===== config.mk =====
export PLATFORM = sky130hd
export DESIGN_NAME = sar_busy_reader
export DESIGN_NICKNAME = d
export VERILOG_FILES = /design/src/rtl/sbr_pkg.sv /design/src/rtl/sbr_sync.sv /design/src/rtl/sbr_clkdiv.sv /design/src/rtl/sar_busy_reader.sv
export SDC_FILE = /design/constraint.sdc
export NUM_CORES = 1
export LEC_CHECK = 0
export BUFFER_PORTS_ARGS = -buffer_cell sky130_fd_sc_hd__clkbuf_2
export CAP_MARGIN = 20
export CORE_UTILIZATION = 45
export DETAILED_ROUTE_END_ITERATION = 8
export PLACE_DENSITY = 0.66
export REMOVE_ABC_BUFFERS = 1
export SYNTH_ARGS = -nofsm -noshare
export SYNTH_HDL_FRONTEND = slang
export SYNTH_SLANG_ARGS = --single-unit

===== constraint.sdc =====
create_clock -name clk_i -period 2.2 [get_ports clk_i]
set_clock_uncertainty 0.1 [all_clocks]
set_input_delay 0 -clock clk_i [delete_from_list [all_inputs] [get_ports clk_i]]
set_output_delay 0 -clock clk_i [all_outputs]
set_load 0.01 [all_outputs]

===== src/rtl/sbr_pkg.sv =====
package sbr_pkg;
    typedef enum logic [2:0] {
        S_IDLE,
        S_PULSE,
        S_WAIT,
        S_SHIFT,
        S_DONE,
        S_FAULT,
        S_REST
    } sbr_state_e;
endpackage


===== src/rtl/sbr_sync.sv =====
module sbr_sync #(
    parameter int STAGES = 2,
    parameter bit INIT   = 1'b1
) (
    input  logic clk_i,
    input  logic rst_ni,
    input  logic d_i,
    output logic q_o
);
    logic [STAGES-1:0] chain_q;

    always_ff @(posedge clk_i or negedge rst_ni) begin
        if (!rst_ni) chain_q <= {STAGES{INIT}};
        else         chain_q <= {chain_q[STAGES-2:0], d_i};
    end

    assign q_o = chain_q[STAGES-1];
endmodule


===== src/rtl/sbr_clkdiv.sv =====
module sbr_clkdiv #(
    parameter int HALF = 2
) (
    input  logic clk_i,
    input  logic rst_ni,
    input  logic run_i,
    output logic tick_o
);
    localparam int CW = (HALF > 1) ? $clog2(HALF) : 1;
    localparam logic [CW-1:0] LAST = CW'(HALF - 1);

    logic [CW-1:0] cnt_q;

    always_ff @(posedge clk_i or negedge rst_ni) begin
        if (!rst_ni)           cnt_q <= '0;
        else if (!run_i)       cnt_q <= '0;
        else if (cnt_q == LAST) cnt_q <= '0;
        else                   cnt_q <= cnt_q + 1'b1;
    end

    assign tick_o = run_i && (cnt_q == LAST);
endmodule


===== src/rtl/sar_busy_reader.sv =====
module sar_busy_reader
    import sbr_pkg::*;
#(
    parameter int DATA_W       = 16,
    parameter int CNV_HIGH_CYC = 4,
    parameter int CONV_MAX_CYC = 40,
    parameter int TIMEOUT_CYC  = 100,
    parameter int SCK_HALF     = 2,
    parameter int CYCLE_MIN    = 150
) (
    input  logic              clk_i,
    input  logic              rst_ni,
    input  logic              start_i,
    output logic              cnv_o,
    output logic              sck_o,
    input  logic              sdo_i,
    output logic [DATA_W-1:0] data_o,
    output logic              valid_o,
    output logic              timeout_o
);
    localparam int HOLD   = CNV_HIGH_CYC + CONV_MAX_CYC;
    localparam int GAP    = (CYCLE_MIN > HOLD) ? CYCLE_MIN : HOLD;
    localparam int TMR_MX = (TIMEOUT_CYC > CNV_HIGH_CYC) ? TIMEOUT_CYC : CNV_HIGH_CYC;
    localparam int TMR_W  = $clog2(TMR_MX + 1);
    localparam int GAP_W  = $clog2(GAP + 1);
    localparam int FALLS  = DATA_W + 1;
    localparam int FC_W   = $clog2(FALLS + 1);

    sbr_state_e        state_q, state_d;
    logic [TMR_W-1:0]  tmr_q;
    logic [GAP_W-1:0]  cyc_q;
    logic [FC_W-1:0]   fall_q;
    logic [DATA_W-1:0] shreg_q;
    logic              sck_q, sdo_s, sdo_prev_q, tick;
    logic              busy_fall, gap_done, fall_edge;

    sbr_sync #(.STAGES(2), .INIT(1'b1)) sync_i (
        .clk_i (clk_i), .rst_ni(rst_ni), .d_i(sdo_i), .q_o(sdo_s)
    );

    sbr_clkdiv #(.HALF(SCK_HALF)) div_i (
        .clk_i (clk_i), .rst_ni(rst_ni),
        .run_i (state_q == S_SHIFT), .tick_o(tick)
    );

    assign busy_fall = sdo_prev_q && !sdo_s;
    assign gap_done  = (cyc_q >= GAP_W'(GAP - 1));
    assign fall_edge = tick && sck_q;

    // next-state logic
    always_comb begin
        state_d = state_q;
        unique case (state_q)
            S_IDLE:  if (start_i) state_d = S_PULSE;
            S_PULSE: if (tmr_q == TMR_W'(CNV_HIGH_CYC - 1)) state_d = S_WAIT;
            S_WAIT: begin
                if (busy_fall)                              state_d = S_SHIFT;
                else if (tmr_q == TMR_W'(TIMEOUT_CYC - 1))  state_d = S_FAULT;
            end
            S_SHIFT: if (fall_edge && fall_q == FC_W'(FALLS - 1)) state_d = S_DONE;
            S_DONE:  state_d = S_REST;
            S_FAULT: state_d = S_IDLE;
            S_REST:  if (gap_done) state_d = start_i ? S_PULSE : S_IDLE;
            default: state_d = S_IDLE;
        endcase
    end

    // state register and datapath counters
    always_ff @(posedge clk_i or negedge rst_ni) begin
        if (!rst_ni) begin
            state_q    <= S_IDLE;
            tmr_q      <= '0;
            cyc_q      <= '0;
            fall_q     <= '0;
            shreg_q    <= '0;
            sck_q      <= 1'b0;
            sdo_prev_q <= 1'b1;
        end else begin
            state_q    <= state_d;
            sdo_prev_q <= sdo_s;

            if (state_d != state_q)              tmr_q <= '0;
            else if (tmr_q != TMR_W'(TMR_MX))    tmr_q <= tmr_q + 1'b1;

            if (state_d == S_PULSE && state_q != S_PULSE) cyc_q <= '0;
            else if (state_q != S_IDLE && !gap_done)      cyc_q <= cyc_q + 1'b1;

            if (state_q != S_SHIFT) begin
                sck_q  <= 1'b0;
                fall_q <= '0;
            end else if (tick) begin
                sck_q <= !sck_q;
                if (sck_q) begin
                    fall_q <= fall_q + 1'b1;
                    if (fall_q != '0) shreg_q <= {shreg_q[DATA_W-2:0], sdo_s};
                end
            end
        end
    end

    // outputs
    always_comb begin
        cnv_o     = (state_q == S_PULSE);
        sck_o     = sck_q;
        valid_o   = (state_q == S_DONE);
        timeout_o = (state_q == S_FAULT);
        data_o    = shreg_q;
    end


    cnv_width_chk: assert property (@(posedge clk_i) disable iff (!rst_ni)
        cnv_o |-> (tmr_q < TMR_W'(CNV_HIGH_CYC)));


    cnv_rise_src_chk: assert property (@(posedge clk_i) disable iff (!rst_ni)
        (state_q == S_PULSE && $past(state_q) != S_PULSE)
            |-> ($past(state_q) == S_IDLE || $past(state_q) == S_REST));


    sck_quiet_chk: assert property (@(posedge clk_i) disable iff (!rst_ni)
        (state_q != S_SHIFT && $past(state_q) != S_SHIFT) |-> !sck_o);


    fall_bound_chk: assert property (@(posedge clk_i) disable iff (!rst_ni)
        fall_q <= FC_W'(FALLS));


    valid_pulse_chk: assert property (@(posedge clk_i) disable iff (!rst_ni)
        valid_o |=> (!valid_o && $stable(data_o)));


    timeout_idle_chk: assert property (@(posedge clk_i) disable iff (!rst_ni)
        timeout_o |=> (!timeout_o && !cnv_o && !valid_o));
endmodule


==> metrics.yaml <==
route:
  firstDrtPassIters: 4
  ant_nets: 0
  post_drt_wl_per_cell_um: 13.2
  remaining_drc_errors: 0
  vias: 1586
  viasPerCell: 5.15
  drt_iter0_markers: 34
  finalWirelength_um: 4080
timing:
  max_freq_mhz: 482
  slew_viol_final: 0
  setup_violations: 0
  tightestPinTransition_ns: 0.568
  hold_violations: 0
  finalCritPeriodShare_pct: 94.3
  maxSlewHeadroom_pct: 61.8
  period_needed_ns: 2.08
clocking:
  cts_buffers: 5
  clock_path_buffers: 2
  clk_pin_slew_worst_paths_ns: 0.09
  tritoncts: "done"
  clock-sinks: 44
  cts_max_level: 2
  cts_root_buf: "clkbuf_8"
  clk-insertion-delay-late_ns: 0.29
critical_path:
  crit_path_max_fanout: 7
  reg2reg_setup_slack_ns: 0.12
  worstPathRequired_ns: 2.30
  worstSetupEndpointType: "flip-flop"
  cp_data_arrival_time_ns: 2.18
  worstSetupPathType: "flip-flop to flip-flop"
  startpoint_type: "flip-flop"
placed_design:
  io_buffer_count: 23
  place_congestion: 0.859
  placed_cell_area_um2: 2460
  dp_hpwl_um: 2810
global_route:
  gr-total-overflow: 0
  grt_pass1_wl_um: 6780
  grt_pass1_vias: 1505
  antenna_found_initial: 0
  grt_util_all_layers_pct: 17.0
  grt_max_degree: 30
hold_path:
  worstHoldPathType: "primary input to asynchronous set/reset pin"
final_layout:
  antenna_cells: 0
  utilization_pct: 55.9
  drive_gt1_share_pct: 25.7
  area_delta_synth_final_pct: 18.7
  fillers: 431
  final_cell_area_um2: 2660
  fin_nets: 251
floorplanning:
  rows: 25
  start_util_pct: 47.1
  io_pins: 24
  die-area_um2: 5260
  core_area_um2: 4750
  die_h_um: 72.5
  die_width_um: 72.5
yosys:
  synth.yosys.seq_area_share_pct: 49.4
  synth_edf_count: 0
  synthesis.area_um2: 2240
  synth_seq_cells: 44
  synth.largest_area_cell: "dfrtp_1"
  ys.warnings.count: 0
  syn_area_per_cell_um2: 11.0
  ys_types: 50
  ys_top_cells_by_area: "dfrtp_1, mux2_1, ha_1"
  synth_top_area_share_pct: 45.9
  synthFlopType: "dfrtp_1"
  synthTopCellsByCount: "dfrtp_1, nor2_1, nand2_1"
  synthCells: 204
  async_reset_ff_share_pct: 100
  post-synth-top-count-cell: "dfrtp_1"
power_and_ir_drop:
  p_per_area_nw_per_um2: 876
  p_leak_nw: 1.20
  ir_worst_vdd_mv: 0.437
run:
  max_cap_viol_count: 0
run_status:
  status: "finished clean"
-- final timing paths --
kind	endpoint	depth (start not counted)	startpoint
min	cyc_q[2]	2	rst_ni
max	tmr_q[2]	7	tmr_q[1]
max in group asynchronous	sync_i.chain_q[1]	3	rst_ni
min reg2reg	sync_i.chain_q[1]	0	sync_i.chain_q[0]
max reg2reg	tmr_q[2]	7	tmr_q[1]
min in group clk_i	sync_i.chain_q[0]	2	sdo_i
-- kinds of logic after synthesis --
| logic type | after synthesis | share of synthesized area [%] |
|---|---|---|
| mux | 17 | 8.50 |
| buf+inv | 14 | 2.80 |
| fa+ha+maj | 7 | 3.91 |
| flops | 44 | 49.4 |
| simple gates | 77 | 18.1 |
| xor+xnor | 13 | 5.09 |
| compound gates | 32 | 12.2 |
-- stage by stage --
stage / TNS (ns) / setup slack [ns] / cells / hold WS [ns] / power (mW)
floorplan: 0 / 0.218 / 199 / -0.396 / 1.47
global placement: 0 / 0.0609 / 296 / -0.135 / 1.64
detailed placement: 0 / 0.00848 / 296 / -0.141 / 1.66
CTS: 0 / 0.0674 / 307 / 0.0643 / 2.33
global route: -0.0167 / -0.0162 / 308 / 0.107 / 2.48
finish: 0 / 0.125 / 308 / 0.0580 / 2.33
-- critical path, stage by stage (launching register included) --
cell and delay, ns:
dfrtp_1 0.40, ha_2 0.23, nor4b_4 0.24, nor3b_4 0.26
o22a_2 0.21, o211ai_4 0.09, a2bb2oi_4 0.19, nor4_2 0.26
-- layout by cell type, fill, tap and decap left out, types with 2 or more instances in the layout --
cell type and count:
a21oi_1 7, a31oi_1 2, buf_4 8, clkbuf_2 23
clkbuf_8 6, dfrtp_1 41, dfstp_2 3, dlygate4sd3_1 3
ha_1 6, inv_1 8, mux2_1 16, nand2_1 17
nand2b_1 4, nand3_1 5, nand4_1 4, nor2_1 23
nor3_1 8, nor4_1 2, o21a_1 3, o21ai_0 2
o21ai_1 4, or3_1 2, xnor2_1 7, xor2_1 6
-- where the power goes --
part	switching [mW]	internal, mW
combinational	0.317	0.296
clock	0.273	0.371
sequential	0.131	0.939
total	0.721	1.61
-- per-layer routing --
metal	global-route usage, %	part of all wire [%]	vias up
met4	8.50	1.8	0
met3	3.61	4.5	7
met1	22.5	47	760
met2	26.7	47	31
met5	0	0	-
li1	-	-	788
-- cell type report --
type / instances / area [um^2] / area share [%]
sequential: 44 / 1100 / 41.6
clock buffer: 6 / 82.6 / 3.11
timing repair buffer: 34 / 205 / 7.72
tap: 67 / 83.8 / 3.16
inverter: 9 / 33.8 / 1.27
multi-input combinational: 146 / 1110 / 41.7
clock inverter: 2 / 38.8 / 1.46
-- what timing repair did --
action	4_1_cts	5_1_grt
endpoints found under the setup margin	1	9
hold endpoints to repair	18	0
hold buffers	3	0
buffers inserted	0	1
pin swaps	0	1
cloned	0	0
gates resized for setup	1	5
-- state kept, by name, summed over array words and instances (netlist names) --
name,count
data_o,16
fall_q,5
sck_o,1
sync_i.chain_q,2
state_q,3
div_i.cnt_q,1
cyc_q,8
sdo_prev_q,1
tmr_q,7
(Power assumes the default switching activity.)
